==> src/rtl/pal_pkg.sv <==
package pal_pkg;

  typedef enum logic [1:0] {
    MODE_COMB = 2'd0,
    MODE_REG  = 2'd1,
    MODE_MIX  = 2'd2,
    MODE_MIXB = 2'd3
  } palMode_e;

  typedef struct packed {
    logic regLoad;
    logic holdLoad;
    logic freeze;
  } palStrobe_t;

endpackage

==> src/rtl/pal_cfg_store.sv <==
module pal_cfg_store
  import pal_pkg::*;
#(
  parameter int N_IN   = 10,
  parameter int N_CELL = 8,
  parameter int N_TERM = 8,
  localparam int N_ROW = N_CELL * N_TERM,
  localparam int LIT_W = 2 * (N_IN + N_CELL),
  localparam int AW    = $clog2(N_ROW + 1),
  localparam int RW    = $clog2(N_ROW)
) (
  input  logic                   clk,
  input  logic                   rst_n,
  input  logic                   cfgWe,
  input  logic [AW-1:0]          cfgAddr,
  input  logic [LIT_W-1:0]       cfgData,
  output logic [N_ROW*LIT_W-1:0] fuseFlat,
  output palMode_e               mode,
  output logic                   pdEn,
  output logic [N_CELL-1:0]      regSel,
  output logic [N_CELL-1:0]      pol
);

  localparam logic [AW-1:0] CTRL_ADDR = AW'(N_ROW);

  logic [LIT_W-1:0] fuseRow [N_ROW];

  always_ff @(posedge clk or negedge rst_n) begin
    if (!rst_n) begin
      for (int r = 0; r < N_ROW; r++) fuseRow[r] <= '0;
      mode   <= MODE_COMB;
      pdEn   <= 1'b0;
      regSel <= '0;
      pol    <= '0;
    end else if (cfgWe) begin
      if (cfgAddr < CTRL_ADDR) begin
        fuseRow[cfgAddr[RW-1:0]] <= cfgData;
      end else if (cfgAddr == CTRL_ADDR) begin
        mode   <= palMode_e'(cfgData[1:0]);
        pdEn   <= cfgData[2];
        regSel <= cfgData[3 +: N_CELL];
        pol    <= cfgData[3+N_CELL +: N_CELL];
      end
    end
  end

  for (genvar r = 0; r < N_ROW; r++) begin : g_flat
    assign fuseFlat[r*LIT_W +: LIT_W] = fuseRow[r];
  end

endmodule

==> src/rtl/pal_ctrl.sv <==
module pal_ctrl
  import pal_pkg::*;
#(
  parameter int N_IN    = 10,
  parameter int CLK_PIN = 0,
  parameter int OE_PIN  = 9,
  parameter int PD_PIN  = 3
) (
  input  logic            clk,
  input  logic            rst_n,
  input  logic            pinClk,
  input  logic            pinPd,
  input  palMode_e        mode,
  input  logic            pdEn,
  output palStrobe_t      strobe,
  output logic [N_IN-1:0] pinMask
);

  logic clkPrev;
  logic freeze;

  assign freeze = pdEn & pinPd;

  always_ff @(posedge clk or negedge rst_n) begin
    if (!rst_n) clkPrev <= 1'b0;
    else        clkPrev <= pinClk;
  end

  always_comb begin
    strobe.freeze   = freeze;
    strobe.holdLoad = ~freeze;
    strobe.regLoad  = pinClk & ~clkPrev & ~freeze & (mode != MODE_COMB);
  end

  always_comb begin
    pinMask = '0;
    if (mode != MODE_COMB) begin
      pinMask[CLK_PIN] = 1'b1;
      pinMask[OE_PIN]  = 1'b1;
    end
    if (pdEn) pinMask[PD_PIN] = 1'b1;
  end

endmodule

==> src/rtl/pal_datapath.sv <==
module pal_datapath
  import pal_pkg::*;
#(
  parameter int N_IN   = 10,
  parameter int N_CELL = 8,
  parameter int N_TERM = 8,
  parameter int OE_PIN = 9,
  localparam int N_SIG = N_IN + N_CELL,
  localparam int LIT_W = 2 * N_SIG,
  localparam int N_ROW = N_CELL * N_TERM
) (
  input  logic                   clk,
  input  logic                   rst_n,
  input  logic [N_IN-1:0]        pinIn,
  input  logic [N_CELL-1:0]      ioIn,
  input  logic [N_ROW*LIT_W-1:0] fuseFlat,
  input  palMode_e               mode,
  input  logic [N_CELL-1:0]      regSel,
  input  logic [N_CELL-1:0]      pol,
  input  logic [N_IN-1:0]        pinMask,
  input  palStrobe_t             strobe,
  output logic [N_CELL-1:0]      ioOut,
  output logic [N_CELL-1:0]      ioOe,
  output logic [N_CELL-1:0]      regQ
);

  logic [N_CELL-1:0] isReg, fb, cellD, liveOut, liveOe, holdOut, holdOe;
  logic [N_SIG-1:0]  sig, sigMask;
  logic [LIT_W-1:0]  lit;
  logic [N_ROW-1:0]  termHit;

  always_comb begin
    for (int c = 0; c < N_CELL; c++) begin
      isReg[c] = (mode == MODE_REG) |
                 (((mode == MODE_MIX) | (mode == MODE_MIXB)) & regSel[c]);
    end
  end

  // registered cells feed back their flop, combinational cells their pad
  assign fb      = (isReg & regQ) | (~isReg & ioIn);
  assign sig     = {fb, pinIn};
  assign sigMask = {{N_CELL{1'b0}}, pinMask};

  for (genvar k = 0; k < N_SIG; k++) begin : g_lit
    assign lit[2*k]   =  sig[k] | sigMask[k];
    assign lit[2*k+1] = ~sig[k] | sigMask[k];
  end

  // an unconnected literal contributes a one to the AND
  for (genvar r = 0; r < N_ROW; r++) begin : g_term
    assign termHit[r] = &(lit | ~fuseFlat[r*LIT_W +: LIT_W]);
  end

  for (genvar c = 0; c < N_CELL; c++) begin : g_cell
    logic [N_TERM-1:0] cellTerms;
    logic              sumAll, sumTail;
    assign cellTerms  = termHit[c*N_TERM +: N_TERM];
    assign sumAll     = |cellTerms;
    assign sumTail    = |cellTerms[N_TERM-1:1];
    assign cellD[c]   = sumAll ^ pol[c];
    assign liveOut[c] = isReg[c] ? regQ[c] : (sumTail ^ pol[c]);
    assign liveOe[c]  = isReg[c] ? ~pinIn[OE_PIN] : cellTerms[0];
  end

  always_ff @(posedge clk or negedge rst_n) begin
    if (!rst_n) begin
      regQ <= '0;
    end else if (strobe.regLoad) begin
      regQ <= (isReg & cellD) | (~isReg & regQ);
    end
  end

  always_ff @(posedge clk or negedge rst_n) begin
    if (!rst_n) begin
      holdOut <= '0;
      holdOe  <= '0;
    end else if (strobe.holdLoad) begin
      holdOut <= liveOut;
      holdOe  <= liveOe;
    end
  end

  assign ioOut = strobe.freeze ? holdOut : liveOut;
  assign ioOe  = strobe.freeze ? holdOe  : liveOe;

endmodule

==> src/rtl/pal_logic_array.sv <==
module pal_logic_array
  import pal_pkg::*;
#(
  parameter int N_IN    = 10,
  parameter int N_CELL  = 8,
  parameter int N_TERM  = 8,
  parameter int CLK_PIN = 0,
  parameter int OE_PIN  = 9,
  parameter int PD_PIN  = 3,
  localparam int LIT_W  = 2 * (N_IN + N_CELL),
  localparam int N_ROW  = N_CELL * N_TERM,
  localparam int AW     = $clog2(N_ROW + 1)
) (
  input  logic              clk,
  input  logic              rst_n,
  input  logic              cfgWe,
  input  logic [AW-1:0]     cfgAddr,
  input  logic [LIT_W-1:0]  cfgData,
  input  logic [N_IN-1:0]   pinIn,
  input  logic [N_CELL-1:0] ioIn,
  output logic [N_CELL-1:0] ioOut,
  output logic [N_CELL-1:0] ioOe
);

  logic [N_ROW*LIT_W-1:0] fuseFlat;
  palMode_e               cfgMode;
  logic                   cfgPdEn;
  logic [N_CELL-1:0]      cfgRegSel, cfgPol, regQ;
  logic [N_IN-1:0]        pinMask;
  palStrobe_t             strobe;

  pal_cfg_store #(.N_IN(N_IN), .N_CELL(N_CELL), .N_TERM(N_TERM)) u_cfg (
    .clk(clk), .rst_n(rst_n), .cfgWe(cfgWe), .cfgAddr(cfgAddr), .cfgData(cfgData),
    .fuseFlat(fuseFlat), .mode(cfgMode), .pdEn(cfgPdEn), .regSel(cfgRegSel), .pol(cfgPol)
  );

  pal_ctrl #(.N_IN(N_IN), .CLK_PIN(CLK_PIN), .OE_PIN(OE_PIN), .PD_PIN(PD_PIN)) u_ctrl (
    .clk(clk), .rst_n(rst_n), .pinClk(pinIn[CLK_PIN]), .pinPd(pinIn[PD_PIN]),
    .mode(cfgMode), .pdEn(cfgPdEn), .strobe(strobe), .pinMask(pinMask)
  );

  pal_datapath #(.N_IN(N_IN), .N_CELL(N_CELL), .N_TERM(N_TERM), .OE_PIN(OE_PIN)) u_dp (
    .clk(clk), .rst_n(rst_n), .pinIn(pinIn), .ioIn(ioIn), .fuseFlat(fuseFlat),
    .mode(cfgMode), .regSel(cfgRegSel), .pol(cfgPol), .pinMask(pinMask), .strobe(strobe),
    .ioOut(ioOut), .ioOe(ioOe), .regQ(regQ)
  );

endmodule

==> config.mk <==
export PLATFORM = sky130hd
export DESIGN_NAME = pal_logic_array
export DESIGN_NICKNAME = d
export VERILOG_FILES = /design/src/rtl/pal_pkg.sv /design/src/rtl/pal_cfg_store.sv /design/src/rtl/pal_ctrl.sv /design/src/rtl/pal_datapath.sv /design/src/rtl/pal_logic_array.sv
export SDC_FILE = /design/constraint.sdc
export NUM_CORES = 2
export LEC_CHECK = 0
export BUFFER_PORTS_ARGS = -buffer_cell sky130_fd_sc_hd__buf_2
export CORE_MARGIN = 2
export CORE_UTILIZATION = 25
export DETAILED_ROUTE_END_ITERATION = 6
export GPL_ROUTABILITY_DRIVEN = 0
export SYNTH_ARGS = -nofsm -noshare
export SYNTH_HDL_FRONTEND = slang
export SYNTH_SLANG_ARGS = --single-unit
==> constraint.sdc <==
create_clock -name clk -period 5 [get_ports clk]
set_input_delay 1 -clock clk [delete_from_list [all_inputs] [get_ports clk]]
set_output_delay 1 -clock clk [all_outputs]
set_load 0.005 [all_outputs]
# --- After elaboration in Yosys (flattened, before gate mapping) ---
# Cells that the tools add are included.
totals:
  reg_bits: 2348
  input_bits: 64
  out_inout_bits: 16
  word_cells: 386
op_classes:
  order_cmp: 3
  eq_ne: 4
  muxes: 23
  bitwise_logic: 200
  n_reduce_logical: 84
ops:
  columns: ["cell", "count"]
  rows:
  - ["bitwise mux 2304 bit", 1]
  - ["inverter 36 bit", 64]
  - ["bitwise OR 36 bit", 64]
  - ["AND reduction 36 bit", 64]
  - ["demux 36 bit (select 6 bit)", 1]
  - ["OR reduction 8 bit", 8]
  - ["OR reduction 7 bit", 8]
  - ["2-to-1 mux 36 bit", 1]
  - ["bitwise AND 8 bit", 4]
  - ["inverter 1 bit", 21]
  - ["2-to-1 mux 1 bit", 18]
  - ["2-to-1 mux 8 bit", 2]
  - ["bitwise OR 8 bit", 2]
  - ["bitwise XOR 1 bit", 16]
  - ["bitwise OR 1 bit", 15]
  - ["bitwise AND 1 bit", 12]
  - ["inverter 8 bit", 1]
  - ["equality test 7 bit (second input constant)", 1]
  - [">= comparator 7 bit (second input constant)", 1]
  - ["less-than comparator 7 x 1 -> 1 bit (second input constant)", 1]
  - ["less-than comparator 7 bit (second input constant)", 1]
  - ["inverter 6 -> 7 bit", 1]
  - ["equality test 2 bit (second input constant)", 2]
  - ["AND reduction 3 bit", 1]
  - ["4 further kinds", 4]

# --- Logic depth before layout (Yosys ltp) ---
logic_depth:
  ltp_word: 14
  mapped_depth: 14
  ltp_nobuf: 9

# --- Modules after synthesis ---
# From an unflattened synthesis, not the netlist that was laid out.
hier_totals:
  cells_unflattened: 7900
  hier_area_um2: 106260.7
by_module_without_submodules:
  columns: ["module", "n_inst", "cells_per_inst", "area_per_inst_um2", "seq_area_each_um2"]
  rows:
  - ["pal_cfg_store", 1, 5217, 87118.6, 58130.8]
  - ["pal_datapath", 1, 2667, 19014.5, 600.6]
  - ["pal_ctrl", 1, 16, 127.6, 25.0]

# --- Least setup slack after synthesis ---
# Ideal clock, no wire load.
synth_path:
  kind: "input port to output port"
  start: "input port pinIn[9]"
  end: "output port ioOut[7]"
  arrival_time_ns: 3.361
  required_ns: 4.000
  path_slack_ns: 0.639
  path_stages: 13
  n_path_buf: 4
  cell_sequence: "buf_2 > buf_2 > buf_1 > clkbuf_1 > mux2i_1 > a21oi_1 > a221oi_1 > nand2_1 > nor4_1 > a31oi_1 > nand4_1 > mux2i_1 > nand3_1"
synth_via:
  elab_chain_cells: 8
  elab_cells_between_ends: 21
  cone_classes: "mux (2); bitwise (11); reduce/logical (8)"
synth_lines:
  columns: ["item", "line_no", "source"]
  rows:
  - ["from (decl)", "pal_logic_array.sv:19", "input logic [N_IN-1:0] pinIn,"]
  - ["inverter 1 bit", "pal_datapath.sv:46", "assign lit[2*k+1] = ~sig[k] | sigMask[k];"]
  - ["bitwise OR 1 bit", "pal_datapath.sv:46", null]
  - ["bitwise OR 36 bit", "pal_datapath.sv:51", "assign termHit[r] = &(lit | ~fuseFlat[r*LIT_W +: LIT_W]);"]
  - ["AND reduction 36 bit", "pal_datapath.sv:51", null]
  - ["OR reduction 7 bit *", "pal_datapath.sv:59", "assign sumTail = |cellTerms[N_TERM-1:1];"]
  - ["bitwise XOR 1 bit *", "pal_datapath.sv:61", "assign liveOut[c] = isReg[c] ? regQ[c] : (sumTail ^ pol[c]);"]
  - ["2-to-1 mux 1 bit *", "pal_datapath.sv:61", null]
  - ["2-to-1 mux 8 bit *", null, null]
  - ["to (decl)", "pal_logic_array.sv:21", "output logic [N_CELL-1:0] ioOut,"]
# Every way passes the cells marked *; elsewhere a longest branch is shown, timed or not.

# --- Worst setup path in the final report ---
layout_path:
  start: "register u_cfg.mode[1]"
  end: "output port ioOut[6]"
layout_via:
  elab_chain_cells: 14
  elab_cells_between_ends: 56
  cone_classes: "eq/ne (3); mux (3); bitwise (41); reduce/logical (9)"
layout_lines:
  columns: ["item", "line_no", "source"]
  rows:
  - ["from (decl)", "pal_cfg_store.sv:18", "output palMode_e mode,"]
  - ["from (signal assigned)", "pal_cfg_store.sv:39", "mode <= palMode_e'(cfgData[1:0]);"]
  - ["equality test 2 bit", "pal_datapath.sv:35", "(((mode == MODE_MIX) | (mode == MODE_MIXB)) & regSel[c]);"]
  - ["bitwise OR 1 bit", "pal_datapath.sv:35", null]
  - ["bitwise AND 1 bit", "pal_datapath.sv:35", null]
  - ["bitwise OR 1 bit", "pal_datapath.sv:34", "isReg[c] = (mode == MODE_REG) |"]
  - ["inverter 8 bit", "pal_datapath.sv:40", "assign fb = (isReg & regQ) | (~isReg & ioIn);"]
  - ["bitwise AND 8 bit", "pal_datapath.sv:40", null]
  - ["bitwise OR 8 bit", "pal_datapath.sv:40", null]
  - ["inverter 1 bit", "pal_datapath.sv:46", null]
  - ["bitwise OR 36 bit", "pal_datapath.sv:51", null]
  - ["AND reduction 36 bit", "pal_datapath.sv:51", null]
  - ["OR reduction 7 bit", "pal_datapath.sv:59", null]
  - ["bitwise XOR 1 bit", "pal_datapath.sv:61", null]
  - ["2-to-1 mux 1 bit *", "pal_datapath.sv:61", null]
  - ["2-to-1 mux 8 bit *", null, null]
# Marked as above.

==> qor.csv <==
metric,value,unit
max-vdd-ir-drop,0.2995,mV
drv_cap,0,
grt_pass1_wl,578.7,mm
insertion_delay,0.95,ns
hpwlAfterDp,267.4,mm
power.clock.fraction,0.380,
synth_area,104800,um^2
min_period,5.692,ns
clk_path_buf_depth,4,
grtUsageMet2,0.2913,
start_util,0.2513,
die_area,424300,um^2
rr_endpoint,u_dp.holdOe[0],
yosysTopAreaCell,dfrtp_1,
num_rows,237,
clock-sinks,2348,
crit_fanout,8,
timing.rr.start,u_cfg.mode[1],
grt_use_met1,0.2492,
n_fill_cell,41350,
final_util,0.3083,
worst_hold_path_type,in -> async,
slew_headroom,0.1101,
cp.required,4.00,ns
critical_path_class,reg -> out,
yosys-top-cells-area,"dfrtp_1 56%, mux2_2 26%, mux2i_1 6.5%",
switchingPower,14730,uW
p_leak,0.06153,uW
setup_viol,14,
final_common_cell,mux2_2,
switching_share,0.2886,
tns,-5.534,ns
ys_ff_latch,2348,
ctsHtreeMaxLevel,5,
routedWlPerCell,29.60,um
area_growth,22.67,%
yosysTopAreaCellShare,0.5607,
die_height,651.4,um
syn_area_per_cell,13.55,um^2
syn_nets,7795,
reg2regPathDepth,32,
cts.clk_slew.worst_paths,0.06,ns
violations,negative setup slack,
power,51030,uW
grt_antenna_before_repair,75,
grt.overflow.total,0,
finalCritPeriodShare,1.138,
syn_inst,7731,
ys.flop_type,dfrtp_1,
seq_power_share,0.423,
wirelength,414.4,mm
tightest_slew,1.335,ns
core-area,416900,um^2
ys_seq_area_frac,0.5607,
drtIter0Drc,8000,
crit_path_start_kind,flop,
status,"finished, violations left",
cts_tree,done,
via_count,73490,
grt_max_degree,128,
yosysWarnings,0,
finalHoldViolCount,0,
slew_violations,0,
rsz0062_at_grt,true,
clock.fmax,175.7,MHz
numCtsBuffers,277,
final_cell_mix,"2381 x mux2_2, 2346 x dfrtp_1, 694 x buf_4",
grt_pass1_vias,74610,
synth_edf_count,0,
skew,0.07340,ns
io_pins,80,
end_kind,primary output,
port_buffers,79,
r2r_slack,0.13,ns
power.density,397.0,nW/um^2
die_w,651.4,um
busiest_layer,met2,
power_frac_comb,0.198,
drc_errors,0,
grt.met3_usage,0.03783,
via_per_inst,5.250,
intPower,36300,uW
synthArstFlopShare,1.000,
drive_gt1_frac,0.4667,
ctsRootBufferMaster,clkbuf_16,
arrival,4.69,ns
grt_use_total,0.1902,
layout_setup_ws,-0.6917,ns
firstDrtPassIters,6,
ant_nets,0,
finalNetCount,8351,
synth_cell_types,67,
-- cell families after synthesis --
family / count (synthesis) / synth area share
AOI/OAI and AO/OA: 499 / 0.03665
muxes: 3082 / 0.3240
DFF: 2348 / 0.5607
and+or+nand+nor: 1103 / 0.05101
xor gates and xnor gates: 1 / 0.00008360
buffers and inverters: 698 / 0.02753
-- metal layers --
metal,share of wire,up-vias
met5,0.00014,-
met4,0.065,10
met3,0.089,1156
met2,0.44,3993
met1,0.40,39110
li1,-,29220
-- how the worst max path moves through the flow --
stage | from | end | slack, ns | depth (start not counted)
after floorplan | pinIn[9] | ioOut[7] | 0.64 | 13
after global placement | pinIn[6] | ioOut[6] | -1.37 | 15
after detailed placement | pinIn[5] | ioOut[6] | -1.30 | 14
after CTS | u_cfg.mode[1] | ioOut[0] | -0.58 | 14
after global routing | u_cfg.mode[1] | ioOut[0] | -0.67 | 15
final | u_cfg.mode[1] | ioOut[6] | -0.69 | 14
-- power groups by stage --
| stage | Sequential [uW] | Clock, uW | Combinational (uW) |
|---|---|---|---|
| after floorplan | 21500 | 0 | 3980 |
| after global placement | 21800 | 0 | 8660 |
| after detailed placement | 21900 | 0 | 8760 |
| after CTS | 21500 | 19600 | 9680 |
| after global routing | 21700 | 20400 | 10300 |
| final | 21600 | 19400 | 10100 |
-- synth_stat cells, types with 9 or more instances --
cell type     n
a2111oi_0    29
a211oi_1     16
a21oi_1      79
a221o_1      25
a221oi_1    111
a222oi_1     11
a22o_1       17
a22oi_1      69
a32oi_1       9
and2_1       15
and3_1       28
and4_1       12
buf_1        41
buf_2       104
buf_4        18
buf_6         9
clkbuf_1    500
dfrtp_1    2348
inv_1        26
mux2_2     2389
mux2i_1     677
nand2_1     448
nand2b_1      9
nand3_1      83
nand4_1     185
nor2_1      147
nor2b_1      49
nor3_1       50
nor4_1       27
o2111ai_1    26
o211ai_1     16
o21ai_0      27
o22ai_1      22
or4_1        11
-- layout make-up --
class                      count  area, um^2  area share
inverter                      26       97.59   0.0007592
clock buffer                 410        8119     0.06316
multi-input combinational   4686       44870      0.3491
timing repair buffer         948        9308     0.07241
clock inverter                41       405.4    0.003154
tap                         5497        6878     0.05351
antenna                       42       105.1   0.0008176
sequential                  2348       58760      0.4571
-- stage by stage --
| stage | area (um^2) | instances | hold slack, ns | setup slack [ns] |
|---|---|---|---|---|
| after detailed placement | 116900 | 13370 | 0.4850 | -1.300 |
| after CTS | 127800 | 13930 | 0.2440 | -0.5772 |
| final | 128500 | 14000 | 0.2295 | -0.6917 |
| after global placement | 116900 | 13370 | 0.4790 | -1.366 |
| after global routing | 128500 | 13970 | 0.2444 | -0.6656 |
| after floorplan | 104800 | 7731 | 0.4706 | 0.6394 |
-- worst max-delay path: stages (launching register included) --
cell and delay [ns]:
dfrtp_1 0.43, buf_12 0.18, mux2i_1 0.13, buf_4 0.15
nor2_2 0.73, buf_4 0.37, a22oi_1 0.11, and4b_1 0.27
nand4_1 0.22, o31a_1 0.34, nand3_4 0.13, mux2i_4 0.23
buf_6 0.17, nand3_4 0.13, buf_6 0.15
-- what timing repair did --
action,CTS,global route
gates cloned,1,0
pin swaps,93,75
hold buffers,0,0
setup endpoints to repair,16,16
buffers inserted,118,25
resized for setup,282,95
-- state kept, by name, indices dropped and copies added, names as in the netlist, named ones only --
| register | count |
|---|---|
| u_cfg.fuseFlat | 2304 |
| u_cfg.pol | 8 |
| u_cfg.regSel | 8 |
| u_dp.holdOe | 8 |
| u_dp.holdOut | 8 |
| u_cfg.mode | 2 |
| u_cfg.pdEn | 1 |
| u_ctrl.clkPrev | 1 |
Power figures use the tool's default switching activity.
